--- config.mk ---
export PLATFORM = sky130hd
export DESIGN_NAME = mclk_source_ctrl
export DESIGN_NICKNAME = d
export VERILOG_FILES = /design/src/rtl/mclk_src_pkg.sv /design/src/rtl/mclk_lock_filter.sv /design/src/rtl/mclk_route_decode.sv /design/src/rtl/mclk_ratio_gate.sv /design/src/rtl/mclk_source_ctrl.sv
export SDC_FILE = /design/constraint.sdc
export NUM_CORES = 1
export LEC_CHECK = 0
export ABC_AREA = 1
export BUFFER_PORTS_ARGS = -buffer_cell sky130_fd_sc_hd__buf_2
export CAP_MARGIN = 20
export CORE_AREA = 2 2 39 41
export CTS_BUF_LIST = sky130_fd_sc_hd__clkbuf_4 sky130_fd_sc_hd__clkbuf_8 sky130_fd_sc_hd__clkbuf_16
export DETAILED_ROUTE_END_ITERATION = 6
export DIE_AREA = 0 0 41 43
export PLACE_DENSITY = 0.65
export SYNTH_ARGS = -nofsm -noshare
export SYNTH_HDL_FRONTEND = slang
export SYNTH_SLANG_ARGS = --single-unit
export TNS_END_PERCENT = 10
--- constraint.sdc ---
create_clock -name clk -period 0.98 [get_ports clk]
set_input_delay 0.196 -clock clk [delete_from_list [all_inputs] [get_ports clk]]
set_output_delay 0.196 -clock clk [all_outputs]
set_load 0.03 [all_outputs]
--- src/rtl/mclk_src_pkg.sv ---
package mclk_src_pkg;

    localparam int NUM_MCK = 2;
    localparam int CODE_W  = 3;

    typedef enum logic [2:0] {
        RATIO_OFF = 3'd0,
        RATIO_64  = 3'd1,
        RATIO_128 = 3'd2,
        RATIO_256 = 3'd3,
        RATIO_512 = 3'd4
    } ratio_e;

    typedef enum logic [1:0] {
        FS_BASE   = 2'd0,
        FS_DOUBLE = 2'd1,
        FS_QUAD   = 2'd2,
        FS_QUAD_X = 2'd3
    } fs_class_e;

    typedef enum logic [1:0] {
        MODE_RECOVERED = 2'd0,
        MODE_CRYSTAL   = 2'd1,
        MODE_AUTO      = 2'd2,
        MODE_MONITOR   = 2'd3
    } clk_mode_e;

    typedef struct packed {
        logic src_xtal;
        logic sdo_aux;
        logic pll_en;
    } route_t;

    localparam route_t ROUTE_RESET = '{src_xtal: 1'b1, sdo_aux: 1'b1, pll_en: 1'b0};

    // Ratio a given output asks for before any rate-class suppression.
    function automatic ratio_e base_ratio(input int idx, input logic [1:0] rs);
        ratio_e r;
        if (idx == 0) begin
            case (rs)
                2'd0:    r = RATIO_256;
                2'd1:    r = RATIO_256;
                2'd2:    r = RATIO_512;
                default: r = RATIO_128;
            endcase
        end else begin
            case (rs)
                2'd0:    r = RATIO_256;
                2'd1:    r = RATIO_128;
                2'd2:    r = RATIO_256;
                default: r = RATIO_64;
            endcase
        end
        return r;
    endfunction

    // Force ratios that are too fast for the current sample-rate class to off.
    function automatic ratio_e gate_ratio(input ratio_e r, input fs_class_e c);
        ratio_e g;
        g = r;
        if (r == RATIO_512 && c != FS_BASE)
            g = RATIO_OFF;
        if (r == RATIO_256 && (c == FS_QUAD || c == FS_QUAD_X))
            g = RATIO_OFF;
        return g;
    endfunction

endpackage

--- src/rtl/mclk_lock_filter.sv ---
module mclk_lock_filter #(
    parameter int FILT_CYCLES = 8
) (
    input  logic clk,
    input  logic rst,
    input  logic raw_lock,
    output logic filt_lock
);
    localparam int CNT_W = (FILT_CYCLES < 2) ? 1 : $clog2(FILT_CYCLES + 1);
    localparam logic [CNT_W-1:0] CNT_LAST = CNT_W'(FILT_CYCLES - 1);

    logic [CNT_W-1:0] run_cnt;

    always_ff @(posedge clk) begin
        if (rst) begin
            filt_lock <= 1'b0;
            run_cnt   <= '0;
        end else if (raw_lock == filt_lock) begin
            run_cnt <= '0;
        end else if (run_cnt == CNT_LAST) begin
            filt_lock <= raw_lock;
            run_cnt   <= '0;
        end else begin
            run_cnt <= run_cnt + 1'b1;
        end
    end
endmodule

--- src/rtl/mclk_route_decode.sv ---
module mclk_route_decode
    import mclk_src_pkg::*;
(
    input  logic [1:0] mode_sel,
    input  logic       lock_ok,
    output route_t     route
);
    clk_mode_e mode;
    assign mode = clk_mode_e'(mode_sel);

    always_comb begin
        route = ROUTE_RESET;
        case (mode)
            MODE_RECOVERED: route = '{src_xtal: 1'b0, sdo_aux: 1'b0, pll_en: 1'b1};
            MODE_CRYSTAL:   route = '{src_xtal: 1'b1, sdo_aux: 1'b1, pll_en: 1'b0};
            MODE_AUTO: begin
                route.pll_en   = 1'b1;
                route.src_xtal = ~lock_ok;
                route.sdo_aux  = ~lock_ok;
            end
            MODE_MONITOR:   route = '{src_xtal: 1'b1, sdo_aux: 1'b1, pll_en: 1'b1};
            default:        route = ROUTE_RESET;
        endcase
    end
endmodule

--- src/rtl/mclk_ratio_gate.sv ---
module mclk_ratio_gate
    import mclk_src_pkg::*;
#(
    parameter int OUT_IDX = 0
) (
    input  logic [1:0] rate_sel,
    input  logic [1:0] fs_class,
    output ratio_e     code,
    output logic       en
);
    ratio_e raw_code;

    always_comb begin
        raw_code = base_ratio(OUT_IDX, rate_sel);
        code     = gate_ratio(raw_code, fs_class_e'(fs_class));
        en       = (code != RATIO_OFF);
    end
endmodule

--- src/rtl/mclk_source_ctrl.sv ---
module mclk_source_ctrl
    import mclk_src_pkg::*;
#(
    parameter int LOCK_FILT_CYCLES = 8
) (
    input  logic       clk,
    input  logic       rst,
    input  logic [1:0] mode_sel,
    input  logic       pll_locked,
    input  logic [1:0] rate_sel,
    input  logic [1:0] fs_class,
    output logic       src_is_xtal,
    output logic       sdo_from_aux,
    output logic       pll_enable,
    output logic [2:0] mck1_code,
    output logic       mck1_en,
    output logic [2:0] mck2_code,
    output logic       mck2_en
);
    logic   lock_filt;
    route_t route_c;
    route_t route_q;
    ratio_e code_c [NUM_MCK];
    logic   en_c   [NUM_MCK];
    ratio_e code_q [NUM_MCK];
    logic   en_q   [NUM_MCK];

    mclk_lock_filter #(.FILT_CYCLES(LOCK_FILT_CYCLES)) u_filter (
        .clk       (clk),
        .rst       (rst),
        .raw_lock  (pll_locked),
        .filt_lock (lock_filt)
    );

    mclk_route_decode u_route (
        .mode_sel (mode_sel),
        .lock_ok  (lock_filt),
        .route    (route_c)
    );

    for (genvar g = 0; g < NUM_MCK; g++) begin : g_mck
        mclk_ratio_gate #(.OUT_IDX(g)) u_gate (
            .rate_sel (rate_sel),
            .fs_class (fs_class),
            .code     (code_c[g]),
            .en       (en_c[g])
        );

        always_ff @(posedge clk) begin
            if (rst) begin
                code_q[g] <= RATIO_OFF;
                en_q[g]   <= 1'b0;
            end else begin
                code_q[g] <= code_c[g];
                en_q[g]   <= en_c[g];
            end
        end
    end

    always_ff @(posedge clk) begin
        if (rst) route_q <= ROUTE_RESET;
        else     route_q <= route_c;
    end

    assign src_is_xtal  = route_q.src_xtal;
    assign sdo_from_aux = route_q.sdo_aux;
    assign pll_enable   = route_q.pll_en;
    assign mck1_code    = code_q[0];
    assign mck1_en      = en_q[0];
    assign mck2_code    = code_q[1];
    assign mck2_en      = en_q[1];
endmodule

# Word-level counts from Yosys, hierarchy flattened
# Memories as Yosys holds them, arrays and structs flattened.
# Cells that the tools add are included.
# totals
memories	2
regBits	8
output_inout_bits	11
word_cells	55
mem_bits_rw	8
# op_classes
bitwise_logic	6
n_eq_ne	13
add_sub_neg	1
n_reduce_logical	14
mux	14
# memory_table
name	words	word_bits	rd	rd_clocked_by_memory_dff	wr	line_no	text
code_q	2	3	2	0	2	mclk_source_ctrl.sv:25	ratio_e code_q [NUM_MCK];
en_q	2	1	2	0	2	mclk_source_ctrl.sv:26	logic en_q [NUM_MCK];
# ops
op	n
$eq A2 B2 Y1 const B	6
$mux W3	4
$pmux W3 S4	1
$pmux W3 S2	1
$reduce_bool A3 Y1	2
$mux W1	5
$add A4 B1 Y4 const B	1
$eq A2 B1 Y1 const B	2
$eq A4 B3 Y1 const B	1
$logic_and A1 B1 Y1	4
$logic_not A2 Y1	2
$mux W2	2
$or A1 B1 Y1	4
$pmux W2 S2	1
$reduce_or A2 Y1	2
$eq A2 B3 Y1 const B	1
$eq A3 B2 Y1 const B	1
$eq A3 B3 Y1 const B	1
$reduce_or A3 Y1	1
$not A1 Y1	2
$reduce_and A2 Y1	1
$reduce_bool A2 Y1	1
$eq A1 B1 Y1	1
$logic_or A1 B1 Y1	1

# Logic depth before layout (Yosys ltp)
# Gate-level depths: netlist of run 1.
# logic_depth
depth_word	9
depth_mapped	5
ltp_nobuf	5

# Cells and area by module
# Synthesis of run 1 repeated with hierarchy kept, for this count alone.
# hier_totals
hier_cells	91
hier_area_um2	654.4
# by_module_without_submodules
module	area_per_inst_um2	seq_area_each_um2	cells_each	instances
mclk_source_ctrl	317.8	220.2	35	1
mclk_lock_filter	216.5	100.1	28	1
mclk_ratio_gate (g_mck[1].u_gate)	47.5	0.0	11	1
mclk_ratio_gate (g_mck[0].u_gate)	42.5	0.0	10	1
mclk_route_decode	30.0	0.0	7	1

# Worst setup path before layout of run 1
# No wires, ideal clock.
# synth_timing
path_type	reg-to-output
startpoint	register route_q, in the netlist src_is_xtal
endpoint	output port src_is_xtal
setup_slack_ns	0.084
n_path_buf	1
stages_incl_launch_ff	2
arrival_ns	0.700
cell_sequence	dfxtp_1 > buf_4
# synth_lines
item	line_no	text
from (decl)	mclk_source_ctrl.sv:22	route_t route_q;
from (signal assigned)	mclk_source_ctrl.sv:62	else route_q <= route_c;
to (decl)	mclk_source_ctrl.sv:12	output logic src_is_xtal,
# No word-level cell between the ends.

==> results of run 1 <==
-- report_power, final --
group          switching, µW  internal [µW]
Combinational           96.4           56.4
Sequential              9.50            594
Clock                    178            226
-- cell usage after synthesis --
cell type	count	share of area
nand3_2	2	0.040
inv_1	10	0.074
buf_4	2	0.030
nand4_1	1	0.012
o21ai_2	1	0.017
inv_2	1	0.0074
nand3_1	3	0.030
ha_1	1	0.025
nor3_1	1	0.0099
nand2_1	8	0.059
dfxtp_1	14	0.55
nor2_2	1	0.012
a21oi_1	3	0.030
o21ai_0	1	0.0099
nor2_1	9	0.067
xnor2_1	1	0.017
conb_1	1	0.0074
-- final cells by class --
class,instances,area share
Sequential cell,14,0.415
Multi-Input combinational cell,33,0.268
Tap cell,16,0.0294
Clock buffer,4,0.0533
Inverter,11,0.0607
Timing Repair Buffer,19,0.173
-- flip-flops by register name (all words and copies together) (netlist names) --
| signal | cells |
|---|---|
| en_q | 2 |
| u_filter.filt_lock | 1 |
| code_q | 5 |
| u_filter.run_cnt | 4 |
| src_is_xtal | 1 |
| pll_enable | 1 |
-- cells by family (layout without fill, tap and decap cells) --
group | Yosys count | after routing | share of synthesized area
AND/OR/NAND/NOR | 25 | 25 | 0.230
flip-flops | 14 | 14 | 0.553
buffers and inverters | 13 | 34 | 0.111
AO/OA/AOI/OAI | 5 | 5 | 0.0568
adder cells (fa/ha/maj) | 1 | 1 | 0.0247
other | 1 | 1 | 0.00740
XOR/XNOR | 1 | 1 | 0.0173
-- repair_timing --
item / in CTS / in global routing
cloned: 0 / 0
endpoints found under the hold margin: 0 / 0
resized for setup: 0 / 18
setup endpoints to repair: 2 / 15
-- how the worst min path moves through the flow --
stage                                 end  slack, ns  cells past startpoint   startpoint
floorplan           pll_enable$_SDFF_PP0_       0.27                      1          rst
global placement    pll_enable$_SDFF_PP0_       0.39                      2  mode_sel[0]
detailed placement  pll_enable$_SDFF_PP0_       0.40                      2  mode_sel[0]
CTS                 pll_enable$_SDFF_PP0_       0.10                      2  mode_sel[0]
global route        pll_enable$_SDFF_PP0_       0.11                      2  mode_sel[0]
finish              pll_enable$_SDFF_PP0_       0.10                      2  mode_sel[0]
-- per-layer routing --
metal / track usage / vias to the layer above
li1: - / 225
met1: 0.146 / 189
met2: 0.172 / 11
met3: 0.0314 / 5
met4: 0.120 / 0
met5: 0 / -
-- through the flow --
stage	area [µm²]	setup TNS, ns	cells
4_1_cts	646	-0.0134	97
3_3_place_gp	609	0	93
6_report	681	0	97
3_5_place_dp	609	0	93
2_1_floorplan	507	0	60
5_1_grt	681	-0.0741	97
==> metrics.md, run 1 <==
| Metric | Value |
|---|---|
| Status | finished clean |
| Crit path required time | 0.78 ns |
| Worst Path Arrival | 0.78 ns |
| Inserted Clock Buffers | 3 |
| Post-DR vias/cell | 4.43 |
| Stages on worst setup path | 1 |
| Max FO, Critical Path | 2 |
| Critical path launch point | src_is_xtal$_SDFF_PP1_ |
| CP endpoint | sdo_from_aux |
| Final hold slack | 0.105 ns |
| RR Startpoint | u_filter.run_cnt[1]$_SDFF_PP0_ |
| Hold Vio Cnt, Final | 0 |
| Max VDD drop | ~0.00076 V |
| Overall power | 1160 µW |
| Gpl congestion | roughly 0.74 |
| FF+latch count, synth | 14 |
| Syn_area_per_cell | 8.45 µm² |
| Worst r2r path cells | 4 |
| Fillers | 129 |
| Core Footprint | 1380 µm² |
| Initial DRC count | 6 |
| Synth Instances | 60 |
| Maximum clock frequency | ~1000 MHz |
| Rows | 14 |
| Wirelength per Cell | roughly 9.1 µm |
| CTS Sinks | 14 |
| Total Nets Final | just over 90 |
| Multi-input logic area | around 180 µm² |
| GR Util All Layers | 0.125 |
| Crit start category | register |
| Seq/Total Area, Yosys | 0.553 |
| Minimum clock period | approximately 0.98 ns |
| Finished Core Util | 0.492 |
| Buffers added on ports | 18 |
| Final setup viols | 0 |
| Commonest non-fill, non-tap cell in the layout | dfxtp_1 |
| Post-synthesis cell area | 507 µm² |
| Longest Clk Path Bufs | 2 |
| Slowest CP cell | dfxtp_1 |
| Routed Antenna Nets | 0 |
| CP endpoint kind | output pin |
| WP buf/inv | 1 |
| First-pass GRT wire length | around 1400 µm |
| CTS root buf | clkbuf_4 |
| Pwr/cell area | about 1700 nW/µm² |
| Overall die height | 43 µm |
| Top Family by Delay on Critical Path | flip-flops |
| Num ports | 20 |
| Die W | 41 µm |
| Routed length on met2 | 437 µm |
| CTS Hold Buffers Added | 0 |
| Via count | 430 |
| Worst-path clk slew | 0.08 ns |
| Largest net degree at the start of global routing | 9 |
| Synth warn | 0 |
| Final Slew Violations | 0 |
| Critical path, cell by cell | buf_2 |
| Sequential cell area | about 280 µm² |
| Fin crit share | 1.00 |
| RSZ-0062 raised after global routing | yes |
| CTS tree | yes |
| Layout cells sized above 1 | 0.383 |
| Diode count | 0 |
| Final wirelength | 881 µm |
| Clk_lat worst skew | roughly 0.28 ns |
| Syn Nets | 70 |
| Dpl ws | approximately 0.035 ns |
| PnR worst setup slack | roughly 0.000036 ns |
| Post-synthesis cell type count | 17 |
| Met1 wire length | 378 µm |
| Syn-to-layout area delta | 34.3% |
| Post-CTS setup buffers | 0 |
| Worst R2R End | u_filter.filt_lock$_SDFFE_PP0P_ |
| Layout Skew | 0.00279 ns |
| Post-route DRC | 0 |
| Register-to-register setup slack | 0.10 ns |
| Critical path's largest stage delay | 0.32 ns |
| CTS H-tree depth | 1 |
| Total grt overflow | 0 |
| Hold WC Path Type | primary input to register |
| Commonest non-fill, non-tap cells in the layout | dfxtp_1 (12), inv_1 (10), buf_2 (10) |
| Max Used Layer | met4 |
| DRT Pass-1 Iters | 3 |
| Vias in the first global route | 375 |
| Die ar. | 1760 µm² |
| Antenna violations before repair | 0 |
| WL met3 | 26 µm |
| Post-DP HPWL | approximately 670 µm |
| Initial core utilization | 0.366 |
| Crit Path Class | register to output pin |
| Number of max-cap violations | 0 |
| P_leak | 0.000347 µW |
Power figures use the tool's default switching activity.
==> run 2, diff against run 1 <==
Settings changed: PLACE_DENSITY 0.65 to 0.74, SKIP_LAST_GASP set to 1.
==> run 2 against run 1 <==
Compared with the run above: clock skew is 0.0014 ns higher; combinational power is 4% lower; largest power group unchanged; critical endpoint is now mck2_code[0]; non-clock buffer count stayed put; fmax increased by 2.1%; sequential power hardly changed.
==> metrics.md, run 2 (synthesis results as in run 1) <==
| Metric | Value |
|---|---|
| Vias in the first global route | 360 (-4.0%) |
| Buffers added on ports | 18 (unchanged) |
| Most flop-heavy register | code_q |
| RSZ-0062 raised after global routing | yes |
| Post-DR vias/cell | 4.35 (-1.8%) |
| Largest register FFs | 5 (unchanged) |
| Area post-placement | 609 µm² (unchanged) |
| Largest net degree at the start of global routing | 8 (-1) |
| Worst Path Arrival | 0.76 ns (-0.02 ns) |
| Dpl ws | 0.0292 ns (-0.00555 ns) |
| P_leak | 0.000342 µW (-1.6%) |
| Max FO, Critical Path | 1 (-1) |
| Overall die height | 43 µm (unchanged) |
| Worst R2R End | u_filter.run_cnt[3]$_SDFF_PP0_ |
| Layout cells sized above 1 | 0.363 (-0.0202) |
| Layout Skew | 0.00414 ns (+0.00135 ns) |
| Worst r2r path cells | 4 (unchanged) |
| Fin crit share | 0.980 (-0.0201) |
| Max VDD drop | 0.000892 V (+17%) |
| Initial DRC count | 4 (-2) |
| Minimum clock period | 0.960 ns (-0.0197 ns) |
| Crit path required time | 0.78 ns (about the same) |
| Top Family by Delay on Critical Path | flip-flops |
| Hold WC Path Type | primary input to register |
| Status | finished clean |
| CTS H-tree depth | 1 (unchanged) |
| Number of max-cap violations | 0 (unchanged) |
| PnR worst setup slack | 0.0198 ns (+0.0197 ns) |
| Slowest CP cell | dfxtp_1 |
| Post-DP HPWL | 686 µm (+3.1%) |
| WHS Endpoint | pll_enable$_SDFF_PP0_ |
| Syn-to-layout area delta | 29.4% |
| Post-CTS setup buffers | 0 (unchanged) |
| CTS tree | yes |
| Register-to-register setup slack | 0.03 ns (-0.07 ns) |
| Antenna violations before repair | 0 (unchanged) |
| Critical path, cell by cell | buf_2 |
| Via count | 418 (-2.8%) |
| Critical path launch point | code_q[1][0]$_SDFF_PP0_ |
| Critical path's largest stage delay | 0.31 ns (about the same) |
| Total grt overflow | 0 (unchanged) |
| Stages on worst setup path | 1 (unchanged) |
| Post-route DRC | 0 (unchanged) |
| Hold Path Stages | 2 (unchanged) |
| CTS Sinks | 14 (unchanged) |
| Final wirelength | 839 µm (-4.8%) |
| Inserted Clock Buffers | 3 (unchanged) |
| CTS Hold Buffers Added | 0 (unchanged) |
| GR Util All Layers | 0.122 (-0.00279) |
| Clk_lat worst skew | 0.27 ns (about the same) |
| WP buf/inv | 1 (unchanged) |
| Die ar. | 1760 µm² (unchanged) |
| DRT Pass-1 Iters | 4 (+1) |
| Top flop regs | code_q (5), u_filter.run_cnt (4), en_q (2) |
| Diode count | 0 (unchanged) |
| Setup_tns | 0 ns (unchanged) |
| Total Nets Final | 92 (unchanged) |
| Final setup viols | 0 (unchanged) |
| First-pass GRT wire length | 1390 µm (-2.0%) |
| Initial core utilization | 0.366 (unchanged) |
| Hold path start | mode_sel[0] |
| Pwr/cell area | 1600 nW/µm² (-6.2%) |
| Hold Vio Cnt, Final | 0 (unchanged) |
| Worst-path clk slew | 0.08 ns (about the same) |
| Crit Path Class | register to output pin |
| Core Footprint | 1380 µm² (unchanged) |
| RR Startpoint | u_filter.run_cnt[1]$_SDFF_PP0_ |
| Die W | 41 µm (unchanged) |
| Wirelength per Cell | 8.74 µm (-3.8%) |
| Rows | 14 (unchanged) |
| Crit start category | register |
| Gpl congestion | 0.706 (-4.0%) |
| CTS root buf | clkbuf_4 |
| Longest Clk Path Bufs | 2 (unchanged) |
| Num ports | 20 (unchanged) |
| Routed Antenna Nets | 0 (unchanged) |
| CP endpoint kind | output pin |
| Maximum clock frequency | 1040 MHz (+2.1%) |
| Commonest non-fill, non-tap cells in the layout | dfxtp_1 (13), buf_2 (13), inv_1 (10) |
| Final Slew Violations | 0 (unchanged) |
| Design area | 656 µm² (-3.7%) |
## run 2: worst register-to-register path, cell delays in order, from the launching register on
cell and delay [ns]:
dfxtp_1 0.36, ha_2 0.21, nand3_2 0.11, nand3_2 0.12, nor2_1 0.04
## run 2: repair_timing
item	4_1_cts	5_1_grt
cloned	0	0
resized for setup	0	11
setup endpoints to repair	2	14
## run 2: stage by stage
step	instances	hold slack, ns	power [µW]	utilization
CTS	96	0.0994	1060	0.457
detailed placement	93	0.394	756	0.440
floorplan	60	0.265	707	-
global placement	93	0.395	753	0.440
finish	96	0.114	1050	0.474
global route	96	0.114	1110	0.474
## run 2: layer usage
| metal | vias to the layer above | track usage | routed length [µm] |
|---|---|---|---|
| li1 | 223 | - | - |
| met1 | 183 | 0.143 | 348 |
| met2 | 10 | 0.166 | 437 |
| met3 | 2 | 0.0314 | 38 |
| met4 | 0 | 0.120 | 14 |
| met5 | - | 0 | 0 |
## run 2: area by class of cell
cell class | count | area [µm²]
flip-flops and latches | 14 | 282
clock buffers | 3 | 22.5
fillers | 138 | 728
multi-input cells | 33 | 173
inverters | 11 | 41.3
repair buffers | 19 | 118
well taps | 16 | 20.0
## run 2: how the worst max path moves through the flow
stage                                                end  slack [ns]
after floorplan                              src_is_xtal        0.08
after global placement    u_filter.run_cnt[3]$_SDFF_PP0_        0.08
after detailed placement  u_filter.run_cnt[3]$_SDFF_PP0_        0.03
after CTS                                    src_is_xtal       -0.02
after global routing                        mck1_code[0]       -0.02
final                                       mck2_code[0]        0.02
## run 2: report_power, final
| part | switching, µW | internal (µW) | total [µW] |
|---|---|---|---|
| combinational | 96.2 | 50.9 | 147 |
| clock | 157 | 142 | 299 |
| sequential | 8.62 | 594 | 603 |
| total | 262 | 787 | 1050 |
==> run 3, diff against run 2 <==
Settings changed: CORE_AREA 2 2 39 41 to 8 8 45 47, DIE_AREA 0 0 41 43 to 0 0 53 55.
==> run 3 against run 2 <==
Compared with the run above: clock power is 36% higher; sequential power about the same; combinational power up 4%; critical path depth unchanged; worst setup slack worse by 0.016 ns; die area rose by 65%; count of clock-buffer cells in the layout grew 1; critical endpoint unchanged.
==> metrics.md, run 3 (synthesis results as in run 1) <==
| Metric | Value |
|---|---|
| Status | finished clean |
| Rows | 14 (unchanged) |
| Post-DR vias/cell | 4.52 (+3.7%) |
| Fin crit share | 0.996 (+0.0165) |
| Pwr/cell area | 1710 nW/µm² (+7.0%) |
| Commonest non-fill, non-tap cell in the layout | dfxtp_1 |
| Inserted Clock Buffers | 3 (unchanged) |
| CTS H-tree depth | 1 (unchanged) |
| Register-to-register setup slack | 0.11 ns (+0.08 ns) |
| Via count | 438 (+4.8%) |
| Hold Vio Cnt, Final | 0 (unchanged) |
| Post-CTS setup buffers | 0 (unchanged) |
| Routed Antenna Nets | 0 (unchanged) |
| Final Slew Violations | 0 (unchanged) |
| P_leak | 0.000350 µW (+2.3%) |
| Worst Path Arrival | 0.78 ns (+0.02 ns) |
| Number of max-cap violations | 0 (unchanged) |
| Top flop regs | code_q (5), u_filter.run_cnt (4), en_q (2) |
| First-pass GRT wire length | 1690 µm (+21%) |
| Combinational power share | 0.132 (-0.008) |
| Critical path, cell by cell | buf_2 |
| Initial DRC count | 4 (unchanged) |
| Slowest CP cell | dfxtp_1 |
| Max VDD drop | 0.000950 V (+6.6%) |
| Clk_lat worst skew | 0.28 ns (about the same) |
| Reg power frac | 0.519 (-0.056) |
| Switching share of power | 0.248 (-0.00202) |
| Total Nets Final | 92 (unchanged) |
| Core Footprint | 1380 µm² (unchanged) |
| Maximum clock frequency | 1020 MHz (-1.7%) |
| Num ports | 20 (unchanged) |
| Diode count | 0 (unchanged) |
| Stages on worst setup path | 1 (unchanged) |
| Most flop-heavy register | code_q |
| Commonest non-fill, non-tap cells in the layout | dfxtp_1 (12), inv_1 (10), buf_2 (10) |
| CTS Sinks | 14 (unchanged) |
| Worst r2r path cells | 4 (unchanged) |
| Buffers added on ports | 18 (unchanged) |
| Cell Count, Final, Fillers Out | 97 (+1.0%) |
| Critical path's largest stage delay | 0.31 ns (about the same) |
| DP Cell Count | 93 (unchanged) |
| Top Family by Delay on Critical Path | flip-flops |
| CTS Hold Buffers Added | 0 (unchanged) |
| P_sw | 289 µW (+10%) |
| Die W | 53 µm (+29%) |
| Post-route DRC | 0 (unchanged) |
| DRT Pass-1 Iters | 3 (-1) |
| Largest register FFs | 5 (unchanged) |
| Hold Path Stages | 2 (unchanged) |
| Final hold slack | 0.0999 ns (-0.0144 ns) |
| GR Util All Layers | 0.0801 (-0.0417) |
| Setup_tns | 0 ns (unchanged) |
| Max FO, Critical Path | 1 (unchanged) |
| Crit Path Class | register to output pin |
| Initial core utilization | 0.366 (unchanged) |
| CTS root buf | clkbuf_4 |
| Crit path required time | 0.78 ns (about the same) |
| Final wirelength | 1010 µm (+20%) |
| Internal Pwr Total | 877 µW (+11%) |
| Crit start category | register |
| Wirelength per Cell | 10.4 µm (+19%) |
| Vias in the first global route | 434 (+21%) |
| Total grt overflow | 0 (unchanged) |
| Minimum clock period | 0.976 ns (+0.0162 ns) |
| Hold WC Path Type | primary input to register |
| Die ar. | 2920 µm² (+65%) |
| Syn-to-layout area delta | 34.3% |
| Longest Clk Path Bufs | 2 (unchanged) |
| Antenna violations before repair | 0 (unchanged) |
| Share of power burned in the clock network | 0.350 (+0.065) |
| Gpl congestion | 0.692 (-2.1%) |
| RSZ-0062 raised after global routing | yes |
| Final setup viols | 0 (unchanged) |
| CP endpoint kind | output pin |
| WP buf/inv | 1 (unchanged) |
| Layout cells sized above 1 | 0.383 (+0.0202) |
| Worst-path clk slew | 0.08 ns (about the same) |
| Overall die height | 55 µm (+28%) |
| Layout Skew | 0.000405 ns (-0.00373 ns) |
| CTS tree | yes |
| Largest net degree at the start of global routing | 9 (+1) |
| Post-DP HPWL | 788 µm (+15%) |
[run 3: cell count changes in the layout (fill, tap and decap cells not counted), sizes merged]
| cell | delta |
|---|---|
| clkbuf | +1 |
[run 3: path summary, 6_finish.rpt]
path / startpoint / endpoint
min: mode_sel[0] / pll_enable$_SDFF_PP0_
max: code_q[1][0]$_SDFF_PP0_ / mck2_code[0]
max reg2reg: u_filter.run_cnt[1]$_SDFF_PP0_ / u_filter.run_cnt[3]$_SDFF_PP0_
min reg2reg: u_filter.filt_lock$_SDFFE_PP0P_ / src_is_xtal$_SDFF_PP1_
[run 3: area by class of cell]
class                   count  area (µm²)
clock buffers               4        36.3
repair buffers             19         118
fillers                   140         703
inverters                  11        41.3
well taps                  16        20.0
multi-input cells          33         183
flip-flops and latches     14         283
[run 3: power by group through the flow]
stage                     Clock [µW]  Sequential [µW]  Combinational (µW)
final                            408              604                 153
after global placement             0              613                 142
after detailed placement           0              614                 143
after global routing             451              608                 167
after CTS                        428              602                 147
after floorplan                    0              659                47.3
[run 3: metrics by stage]
step                total power (µW)  instance area (µm²)  utilization  setup WS (ns)
detailed placement               757                  609        0.440         0.0370
finish                          1170                  681        0.492        0.00358
global route                    1230                  681        0.492        -0.0298
CTS                             1180                  653        0.472        -0.0143
global placement                 755                  609        0.440         0.0751
floorplan                        707                  507            -         0.0844
[run 3: metal layers]
metal	track usage	wire length (µm)
met1	0.0831	425
met2	0.119	483
met3	0.0267	56
met4	0.0905	40
met5	0	0
[run 3: repair_timing]
action / in CTS / in global routing
resized for setup: 3 / 11
endpoints found under the setup margin: 10 / 15
gates cloned: 0 / 0
